<file path="config.mk">
export PLATFORM = sky130hd
export DESIGN_NAME = sidf_stream_match
export DESIGN_NICKNAME = d
export VERILOG_FILES = /design/src/rtl/sidf_pkg.sv /design/src/rtl/sidf_care_mask.sv /design/src/rtl/sidf_compare.sv /design/src/rtl/sidf_scope_sel.sv /design/src/rtl/sidf_stream_match.sv
export SDC_FILE = /design/constraint.sdc
export NUM_CORES = 1
export LEC_CHECK = 0
export CAP_MARGIN = 40
export CORE_MARGIN = 10
export CORE_UTILIZATION = 50
export DETAILED_ROUTE_END_ITERATION = 8
export DONT_BUFFER_PORTS = 1
export GPL_TIMING_DRIVEN = 0
export PLACE_DENSITY_LB_ADDON = 0.2
export SYNTH_ARGS = -nofsm -noshare
export SYNTH_HDL_FRONTEND = slang
export SYNTH_SLANG_ARGS = --single-unit
</file>
<file path="constraint.sdc">
create_clock -name clk -period 2.45 [get_ports clk]
set_clock_uncertainty 0.05 [all_clocks]
set_input_delay 0.49 -clock clk [delete_from_list [all_inputs] [get_ports clk]]
set_output_delay 0.49 -clock clk [all_outputs]
set_load 0.01 [all_outputs]
</file>
<file path="src/rtl/sidf_pkg.sv">
// Package: shared definitions for the stream identifier match filter.
// Assumes: the identifier width and counter count used by default are
// those below; the top module may override them through parameters.
package sidf_pkg;

    // Default identifier width in bits.
    localparam int DEF_SID_W   = 32;
    // Default number of event counters served.
    localparam int DEF_NUM_CTR = 4;

    // Where each counter's filter settings are taken from.
    typedef enum logic {
        SCOPE_PER_CTR = 1'b0,
        SCOPE_GLOBAL  = 1'b1
    } sidf_scope_e;

endpackage

</file>
<file path="src/rtl/sidf_care_mask.sv">
// Module: sidf_care_mask
// Builds the mask of identifier bits that take part in the comparison.
// In exact mode every bit is cared for. In span mode, bit i is a
// wildcard when all pattern bits below i are ones. The lowest zero of
// the pattern and everything beneath it are therefore don't-care, and a
// pattern with no zero makes the whole identifier a wildcard.
// Assumes: W >= 1; purely combinational.
module sidf_care_mask #(
    parameter int W = 32
) (
    input  logic [W-1:0] pattern,
    input  logic         span,
    output logic [W-1:0] care
);

    // ones_below[i] is 1 when pattern bits i-1..0 are all ones.
    logic [W:0] ones_below;

    assign ones_below[0] = 1'b1;

    for (genvar b = 0; b < W; b++) begin : g_chain
        // Extend the run of trailing ones by one bit position.
        assign ones_below[b+1] = ones_below[b] & pattern[b];
        // A bit is cared for unless span mode puts it inside the run.
        assign care[b] = ~span | ~ones_below[b];
    end

endmodule

</file>
<file path="src/rtl/sidf_compare.sv">
// Module: sidf_compare
// Reports a hit when the identifier equals the pattern on every bit that
// the care mask selects.
// Assumes: W >= 1; purely combinational.
module sidf_compare #(
    parameter int W = 32
) (
    input  logic [W-1:0] sid,
    input  logic [W-1:0] pattern,
    input  logic [W-1:0] care,
    output logic         hit
);

    logic [W-1:0] diff;

    // Mark bits that differ and are not wildcards.
    always_comb diff = (sid ^ pattern) & care;

    // A hit means no marked difference remains.
    always_comb hit = ~|diff;

endmodule

</file>
<file path="src/rtl/sidf_scope_sel.sv">
// Module: sidf_scope_sel
// Picks the pattern and span flag that filter each counter. In global
// scope every counter gets counter 0's settings; otherwise each counter
// keeps its own.
// Assumes: N >= 1, flat pattern vector with counter i in slice i.
module sidf_scope_sel
    import sidf_pkg::*;
#(
    parameter int N = 4,
    parameter int W = 32
) (
    input  logic [N*W-1:0] pattern_in,
    input  logic [N-1:0]   span_in,
    input  logic           global_mode,
    output logic [N*W-1:0] pattern_out,
    output logic [N-1:0]   span_out
);

    sidf_scope_e scope;

    // Interpret the mode input as a scope selection.
    always_comb scope = sidf_scope_e'(global_mode);

    for (genvar i = 0; i < N; i++) begin : g_ctr
        // Route either counter 0's or this counter's settings.
        always_comb begin
            if (scope == SCOPE_GLOBAL) begin
                pattern_out[i*W +: W] = pattern_in[0 +: W];
                span_out[i]           = span_in[0];
            end else begin
                pattern_out[i*W +: W] = pattern_in[i*W +: W];
                span_out[i]           = span_in[i];
            end
        end
    end

endmodule

</file>
<file path="src/rtl/sidf_stream_match.sv">
// Module: sidf_stream_match (top)
// Per-counter stream identifier filter. It selects each counter's
// filter scope, builds its care mask, compares the identifier, and
// optionally registers the resulting flags.
// Assumes: synchronous active-low reset; OUT_REG is 0 or 1.
module sidf_stream_match
    import sidf_pkg::*;
#(
    parameter int NUM_CTR = DEF_NUM_CTR,
    parameter int SID_W   = DEF_SID_W,
    parameter bit OUT_REG = 1'b1
) (
    input  logic                     clk,
    input  logic                     rst_n,
    input  logic [SID_W-1:0]         evt_sid,
    input  logic                     global_mode,
    input  logic [NUM_CTR*SID_W-1:0] ctr_pattern,
    input  logic [NUM_CTR-1:0]       ctr_span,
    output logic [NUM_CTR-1:0]       match_o
);

    localparam int PAT_BITS = NUM_CTR * SID_W;

    logic [PAT_BITS-1:0] sel_pattern;
    logic [NUM_CTR-1:0]  sel_span;
    logic [PAT_BITS-1:0] care_all;
    logic [NUM_CTR-1:0]  hit_w;

    sidf_scope_sel #(
        .N (NUM_CTR),
        .W (SID_W)
    ) u_scope (
        .pattern_in  (ctr_pattern),
        .span_in     (ctr_span),
        .global_mode (global_mode),
        .pattern_out (sel_pattern),
        .span_out    (sel_span)
    );

    for (genvar i = 0; i < NUM_CTR; i++) begin : g_lane
        sidf_care_mask #(
            .W (SID_W)
        ) u_mask (
            .pattern (sel_pattern[i*SID_W +: SID_W]),
            .span    (sel_span[i]),
            .care    (care_all[i*SID_W +: SID_W])
        );

        sidf_compare #(
            .W (SID_W)
        ) u_cmp (
            .sid     (evt_sid),
            .pattern (sel_pattern[i*SID_W +: SID_W]),
            .care    (care_all[i*SID_W +: SID_W]),
            .hit     (hit_w[i])
        );
    end

    if (OUT_REG) begin : g_reg
        logic [NUM_CTR-1:0] match_q;

        // Hold the flags for one cycle to align with a registered strobe.
        always_ff @(posedge clk) begin
            if (!rst_n) begin
                match_q <= '0;
            end else begin
                match_q <= hit_w;
            end
        end

        assign match_o = match_q;
    end else begin : g_comb
        assign match_o = hit_w;
    end

endmodule

</file>
==> impl_metrics.toml, run 1 <==
[layout]
fillers = 938
final_cells = 871
utilization_pct = 60.6
drive_gt1_share_pct = 18.3
fin_area_um2 = 5870
largest_reg_flops = 4
nets = 907
syn2layout_area_growth_pct = 19.4
n_antenna_cell = 0

[setup_path]
critPathMaxStageDelay_ns = 0.44
worstSetupPathType = "input pin to register"
critPathBufInv = 2
crit_family = "simple AND/OR/NAND/NOR gates"
path_max_fanout = 6
cp.arrival_ns = 2.70
cp-start-kind = "input pin"
critical_path_required_ns = 2.51
path_cells = "buf_12 > nand3b_1 > a222oi_1 > buf_4 > and3_4 > o2111ai_2 > nor4bb_2 > nand4b_1 > nor3_2"
crit_slowest_cell = "a222oi_1"
crit_path_end_kind = "register"

[route]
drt_iter0_drc = 975
vias_per_cell = 7.34
vias = 6395
drc = 0
wire_per_inst_um = 30.8
wirelength_um = 26800
detail-route-antenna-nets = 0
firstDrtPassIters = 5

[logic_synthesis]
netlist_area_um2 = 4910
yosysSeqAreaShare_pct = 1.63
synthesis.nets = 882
async_reset_ff_share_pct = 0
synth.top_cell.area_share_pct = 14.9
yosysTopAreaCell = "mux2i_1"
ys_types = 70
synth_ff_type = "dfxtp_1"
synth_area_leaders = "mux2i_1 15%, xnor2_1 15%, xor2_1 7.5%, o21ai_0 4.4%, a21oi_1 4.3%"
synthCells = 715
ys_seq_elements = 4
synth_edf_count = 0
syn_area_per_cell_um2 = 6.87
yosys_warnings = 0

[power_and_ir_drop]
combinationalPowerShare_pct = 84.8
finalPower_w = 0.00135
irDropWorstVdd_v = 0.000194
pwr-share-clk_pct = 10.4
switching_share_pct = 53.0
p_leak_nw = 2.19
p_per_area_nw_per_um2 = 230
p_int_w = 0.000635
p_seq_share_pct = 4.9
p_sw_w = 0.000716

[placement]
io_buffers = 0
gp_congestion = 1.06
dp.cells = 848
place_ws_ns = -1.38
dpl.hpwl_um = 20800
placedInstanceArea_um2 = 5090

[global_routing]
grt_usage_pct = 34.4
grt_first_pass_wirelength_um = 38300
grt_pass1_vias = 6317
grt_max_degree = 12
antenna_found_initial = 1
grt_overflow = 0

[cts]
postCtsHoldBufs = 0
cts.sinks = 4
cts_tree = "built"
cts_htree_levels = 1
root_buffer = "clkbuf_8"
clock_path_buffers = 2
clkTransAtPathRegs_ns = 0.03
cts_inserted_buffers = 3

[sta]
rsz0062_at_grt = "true"
relSlewSlack_pct = 52.6
post-route-min-period_ns = 2.64
setup_viol = 4
max_freq_ghz = 0.379
drv_slew = 0
worst_pin_slew_ns = 0.705
setup_ws_ns = -0.189
fin_crit_sh_pct = 108
hold_viol = 0

[floorplan]
core_um2 = 9680
die_area_um2 = 14200
io_pins = 171
die_y_um = 119
row_count = 36
die_width_um = 119
initial_core_util_pct = 50.7

[min_path]
min_path_type = "input pin to register"

[flow_run]
cap_violations = 0

[status]
outcome = "finished with violations"
violations = "setup timing"
==> metal layers <==
metal	wire length [um]	vias to the layer above	track usage, %
met5	18	-	0
met4	1570	2	16.8
met3	4140	137	14.1
met2	11600	594	53.4
met1	9480	2970	40.2
li1	-	2692	-
==> cells in the mapped netlist (all sizes together) (4+ instances only) <==
| master | count |
|---|---|
| a21boi | 9 |
| a21oi | 42 |
| a222oi | 4 |
| a22oi | 11 |
| a31oi | 7 |
| and2 | 4 |
| and3 | 8 |
| buf | 25 |
| clkbuf | 37 |
| dfxtp | 4 |
| inv | 19 |
| mux2i | 73 |
| nand2 | 48 |
| nand2b | 10 |
| nand3 | 31 |
| nand3b | 16 |
| nand4 | 18 |
| nand4b | 10 |
| nor2 | 31 |
| nor2b | 16 |
| nor3 | 22 |
| nor4 | 13 |
| o2111ai | 4 |
| o21a | 4 |
| o21ai | 43 |
| o21bai | 4 |
| o22ai | 15 |
| o2bb2ai | 5 |
| o31ai | 4 |
| xnor2 | 83 |
| xor2 | 42 |
==> layout by cell type, fill, tap and decap left out, types with 5 or more instances in the layout <==
master / n
a21boi_0: 8
a21oi_1: 38
a22oi_1: 8
a31oi_1: 7
and3_1: 7
buf_12: 7
buf_4: 20
buf_6: 9
buf_8: 5
clkbuf_1: 14
clkbuf_2: 19
inv_1: 18
mux2i_1: 68
nand2_1: 45
nand2b_1: 10
nand3_1: 27
nand3b_1: 14
nand4_1: 18
nand4b_1: 9
nor2_1: 29
nor2b_1: 16
nor3_1: 16
nor4_2: 6
o21ai_0: 34
o21ai_1: 7
o22ai_1: 14
o2bb2ai_1: 5
xnor2_1: 83
xor2_1: 41
==> cell families after synthesis <==
| family | Yosys count | share of synthesized area (%) |
|---|---|---|
| buffers and inverters | 81 | 7.51 |
| XOR/XNOR | 125 | 22.3 |
| AND/OR/NAND/NOR | 240 | 27.7 |
| multiplexers | 76 | 15.6 |
| AO/OA/AOI/OAI | 189 | 25.3 |
| flip-flops | 4 | 1.63 |
==> cell type report <==
class	count	area, um2	share of cell area, %
Buffer	62	493	8.40
Clock buffer	3	41.3	0.704
Inverter	19	75.1	1.28
Multi-Input combinational cell	630	4820	82.2
Sequential cell	4	80.1	1.36
Tap cell	133	166	2.84
Timing Repair Buffer	20	190	3.24
==> tightest hold or removal path, delay by kind of cell <==
kind,cells,cell delay [ns]
compound gates,2,0.25
buf+inv,1,0.03
==> final timing paths <==
kind | cells past startpoint | from | to
worst min-delay path | 3 | ctr_pattern[30] | match_o[0]$_SDFF_PN0_
worst max-delay path | 9 | global_mode | match_o[1]$_SDFF_PN0_
==> power by group through the flow <==
stage / clock [W] / sequential [W] / combinational, W
after global routing: 0.000144 / 0.0000656 / 0.00120
after floorplan: 0 / 0.0000665 / 0.000715
after detailed placement: 0 / 0.0000665 / 0.000965
after global placement: 0 / 0.0000665 / 0.000959
final: 0.000140 / 0.0000656 / 0.00114
after CTS: 0.000140 / 0.0000656 / 0.00107
==> repair_timing <==
item                                    4_1_cts  5_1_grt
pin swaps                                    20       14
cloned                                        1        0
resized for setup                           116       34
endpoints found under the setup margin        4        4
setup buffers                                17        2
==> through the flow <==
step	hold WS (ns)	TNS [ns]
2_1_floorplan	0.704	0
3_3_place_gp	0.751	-4.28
3_5_place_dp	0.751	-4.23
4_1_cts	0.538	-0.112
5_1_grt	0.588	-0.599
6_report	0.581	-0.470
(Power assumes the default switching activity.)
==> inputs of run 2 (changes only) <==
--- a/config.mk
+++ b/config.mk
@@ -6,7 +6,6 @@
 export NUM_CORES = 1
 export LEC_CHECK = 0
 export CAP_MARGIN = 40
-export CORE_MARGIN = 10
 export CORE_UTILIZATION = 50
 export DETAILED_ROUTE_END_ITERATION = 8
 export DONT_BUFFER_PORTS = 1
==> run 2 against run 1 <==
The flow still finishes with violations (setup timing). Design area increased by 5.4%. Global-route usage grew 12 points. Sequential cell count stayed put. Critical endpoint is now match_o[0]$_SDFF_PN0_. Clock-buffer cell count did not move.
==> impl_metrics.toml, run 2 (synthesis results as in run 1) <==
[sta]
fin_crit_sh_pct = 104
worst_pin_slew_ns = 0.589
drv_slew = 0
setup_viol = 4
rsz0062_at_grt = "true"
max_freq_ghz = 0.394
finalSetupTns_ns = -0.269
setup_ws_ns = -0.0881
hold_viol = 0
post-route-min-period_ns = 2.54
whs_ns = 0.565
relSlewSlack_pct = 60.6

[placement]
io_buffers = 0
placedInstanceArea_um2 = 5080
dpl.hpwl_um = 18900
gp_congestion = 1.07

[route]
drc = 0
wire_per_inst_um = 28.9
vias_per_cell = 7.36
detail-route-antenna-nets = 0
vias = 6461
drt_iter0_drc = 711
wirelength_um = 25400
firstDrtPassIters = 7

[setup_path]
cp.arrival_ns = 2.64
path_max_fanout = 10
worstSetupEndpoint = "match_o[0]$_SDFF_PN0_"
cp-startpoint = "ctr_pattern[8]"
cpMostUsedCell = "nor4_4"
critPathMaxStageDelay_ns = 0.39
worstSetupPathType = "input pin to register"
critical_path_required_ns = 2.55
crit_slowest_cell = "o41ai_4"
path_cells = "buf_2 > inv_1 > o41ai_4 > a21oi_2 > nor4_4 > nand4_1 > nor4_4 > o2111a_2"
crit_path_end_kind = "register"
cp-start-kind = "input pin"

[layout]
drive_gt1_share_pct = 22.3
nets = 918
utilization_pct = 66.0
syn2layout_area_growth_pct = 25.8
final_common_cell = "xnor2_1"
most-common-layout-cells = "83 x xnor2_1, 66 x mux2i_1, 45 x nand2_1"
fin_area_um2 = 6180
largest_reg_flops = 4
n_antenna_cell = 0

[status]
violations = "setup timing"
outcome = "finished with violations"

[floorplan]
initial_core_util_pct = 52.4
die_y_um = 101
io_pins = 171
die_area_um2 = 10200
core_um2 = 9370
row_count = 35
die_width_um = 101

[min_path]
min_path_type = "input pin to register"

[global_routing]
grt_max_degree = 11
grt_pass1_vias = 6118
antenna_found_initial = 0
grt_usage_pct = 46.9
grt_overflow = 0
grt_first_pass_wirelength_um = 35300

[power_and_ir_drop]
p_per_area_nw_per_um2 = 230
irDropWorstVdd_v = 0.000158
finalPower_w = 0.00142
p_leak_nw = 2.33

[cts]
clkTransAtPathRegs_ns = 0.03
root_buffer = "clkbuf_8"
cts_inserted_buffers = 3
clock_path_buffers = 2
cts.sinks = 4
cts_htree_levels = 1
cts_tree = "built"

[flow_run]
cap_violations = 0
run 2: changes by cell type in the layout (fill, tap and decap cells not counted), sizes merged:
| cell | change |
|---|---|
| clkbuf | +2 |
| buf | +9 |
run 2: critical path: cells and delay by family:
kind                   cells  cell delay (ns)
buffers and inverters      2             0.39
AOI/OAI and AO/OA          3             0.81
and+or+nand+nor            3             0.92
run 2: what timing repair did:
| item | in CTS | in global routing |
|---|---|---|
| pin swaps | 22 | 34 |
| resized for setup | 112 | 79 |
| setup endpoints to repair | 4 | 4 |
| hold buffers | 0 | 0 |
| setup buffers | 16 | 13 |
| gates cloned | 0 | 2 |
| hold endpoints to repair | 0 | 0 |
run 2: stage by stage:
step | setup slack (ns) | cells
6_report | -0.0881 | 878
5_1_grt | -0.129 | 878
4_1_cts | 0.00182 | 863
3_5_place_dp | -1.14 | 844
3_3_place_gp | -1.20 | 844
2_1_floorplan | 0.0121 | 715
run 2: worst min-delay path by stage:
stage                                     start               endpoint  slack [ns]  cells after the start
final                           ctr_pattern[30]  match_o[0]$_SDFF_PN0_        0.56                      3
after global routing            ctr_pattern[30]  match_o[0]$_SDFF_PN0_        0.56                      3
after CTS                       ctr_pattern[30]  match_o[0]$_SDFF_PN0_        0.58                      3
after detailed placement  match_o[3]$_SDFF_PN0_             match_o[3]        0.75                      0
after global placement    match_o[2]$_SDFF_PN0_             match_o[2]        0.75                      0
after floorplan                 ctr_pattern[30]  match_o[0]$_SDFF_PN0_        0.70                      3
run 2: per-layer routing:
layer / share of wire (%) / wire length (um) / GRT usage (%) / vias to the layer above
li1: - / - / - / 2707
met1: 36 / 9030 / 57.7 / 2957
met2: 41 / 10400 / 73.3 / 623
met3: 15 / 3700 / 12.7 / 174
met4: 8.8 / 2240 / 27.4 / 0
met5: 0 / 0 / 0 / -
run 2: power breakdown:
group,internal (W),switching [W]
combinational,0.000495,0.000722
sequential,0.0000656,0.00000000000000325
clock,0.000105,0.0000365
run 2: layout make-up:
type	instances	area (um2)
repair buffers	31	279
plain buffers	62	513
well taps	129	161
multi-input cells	630	5030
clock buffers	3	41.3
flip-flops and latches	4	80.1
fillers	863	3190
inverters	19	75.1
==> inputs of run 3 (changes only) <==
--- a/config.mk
+++ b/config.mk
@@ -10,6 +10,7 @@
 export DETAILED_ROUTE_END_ITERATION = 8
 export DONT_BUFFER_PORTS = 1
 export GPL_TIMING_DRIVEN = 0
+export MAX_ROUTING_LAYER = met4
 export PLACE_DENSITY_LB_ADDON = 0.2
 export SYNTH_ARGS = -nofsm -noshare
 export SYNTH_HDL_FRONTEND = slang
==> run 3 against run 2 <==
The run still ends with setup timing left. Sequential power is essentially flat. Sequential share of layout area is essentially flat. Die area is the same. Via count grew 0.22%. Setup slack lost 0.087 ns. Final cell count grew 0.68%. Critical path depth grew 1. Clock power is essentially flat. Wire length grew 0.15%.
==> impl_metrics.toml, run 3 (synthesis results as in run 1) <==
[cts]
cts_inserted_buffers = 3
cts_htree_levels = 1
clock_path_buffers = 2
root_buffer = "clkbuf_8"
cts.sinks = 4
cts_tree = "built"
clkTransAtPathRegs_ns = 0.04
postCtsHoldBufs = 0

[layout]
syn2layout_area_growth_pct = 21.2
final_cells = 884
seq_area_um2 = 80.1
fillers = 889
largest_reg_flops = 4
most-common-layout-cells = "83 x xnor2_1, 68 x mux2i_1, 46 x nand2_1"
nets = 923
utilization_pct = 63.5
final_common_cell = "xnor2_1"
drive_gt1_share_pct = 19.4
multi_input_area_um2 = 4840

[floorplan]
initial_core_util_pct = 52.4
io_pins = 171
die_width_um = 101
die_y_um = 101
die_area_um2 = 10200
core_um2 = 9370
row_count = 35

[global_routing]
grt_pass1_vias = 6296
grt_usage_pct = 50.5
grt_overflow = 0
grt_max_degree = 12
antenna_found_initial = 0
grt_first_pass_wirelength_um = 36800

[power_and_ir_drop]
irDropWorstVdd_v = 0.000137
p_leak_nw = 2.24
finalPower_w = 0.00142
p_per_area_nw_per_um2 = 238

[setup_path]
crit_family = "simple AND/OR/NAND/NOR gates"
critPathMaxStageDelay_ns = 0.41
cp.arrival_ns = 2.72
path_cells = "buf_4 > buf_6 > nand3_1 > a221oi_4 > nand2_2 > nor3_1 > o22ai_1 > nor4_2 > and4b_1"
critical_path_required_ns = 2.54
cp-start-kind = "input pin"
crit_path_end_kind = "register"
worstSetupPathType = "input pin to register"
path_max_fanout = 10
crit_slowest_cell = "a221oi_4"
critPathBufInv = 2

[route]
firstDrtPassIters = 8
vias_per_cell = 7.32
detail-route-antenna-nets = 0
vias = 6475
drt_iter0_drc = 754
wirelength_um = 25400
wire_per_inst_um = 28.8
drc = 0

[placement]
dpl.hpwl_um = 19100
io_buffers = 0
dp.cells = 844
gp_congestion = 1.09

[sta]
setup_viol = 4
setup_ws_ns = -0.175
rsz0062_at_grt = "true"
fin_crit_sh_pct = 107
relSlewSlack_pct = 56.6
worst_pin_slew_ns = 0.648
hold_viol = 0
max_freq_ghz = 0.381
post-route-min-period_ns = 2.62
drv_slew = 0

[status]
violations = "setup timing"
outcome = "finished with violations"

[min_path]
min_path_type = "input pin to register"

[flow_run]
cap_violations = 0
run 3: cell count changes in the layout (fill, tap and decap cells not counted), sizes merged:
cell,previous run,this run
buf,55,61
clkbuf,41,40
diode,0,1
run 3: final timing paths:
path	slack [ns]	end	startpoint	cells after the start
hold / removal	0.57	match_o[0]$_SDFF_PN0_	ctr_pattern[30]	3
setup / recovery	-0.17	match_o[3]$_SDFF_PN0_	global_mode	9
run 3: through the flow:
stage,instance area (um2),worst slack (ns),setup TNS (ns),hold slack (ns)
2_1_floorplan,4920,0.0121,0,0.704
4_1_cts,5790,-0.0495,-0.0862,0.542
5_1_grt,5950,-0.203,-0.750,0.565
6_report,5950,-0.175,-0.677,0.566
3_3_place_gp,5080,-1.19,-4.18,0.750
3_5_place_dp,5080,-1.16,-4.05,0.747
run 3: layer usage:
metal  routed length, um  track usage (%)  vias up
met1                9250             60.0     3018
met2               10900             74.8      581
met4                1680             29.1        0
met3                3580             15.7      146
met5                   0                -        -
li1                    -                -     2730
run 3: power breakdown:
group | internal (W) | total (W) | switching (W) | leakage (nW)
Combinational | 0.000503 | 0.00121 | 0.000705 | 2.19
Sequential | 0.0000655 | 0.0000655 | 0.00000000000000329 | 0.0322
Clock | 0.000105 | 0.000143 | 0.0000381 | 0.0216
run 3: timing repair:
action,4_1_cts,5_1_grt
pin swaps,17,9
setup buffers,29,6
resized for setup,104,27
cloned,1,0
setup endpoints to repair,4,4
run 3: cell type report:
type,instances,share of cell area (%)
antenna,1,0.0420
buffer,62,7.65
clock buffer,3,0.693
inverter,19,1.26
multi-input combinational,630,81.2
sequential,4,1.34
tap,129,2.71
timing repair buffer,36,5.09
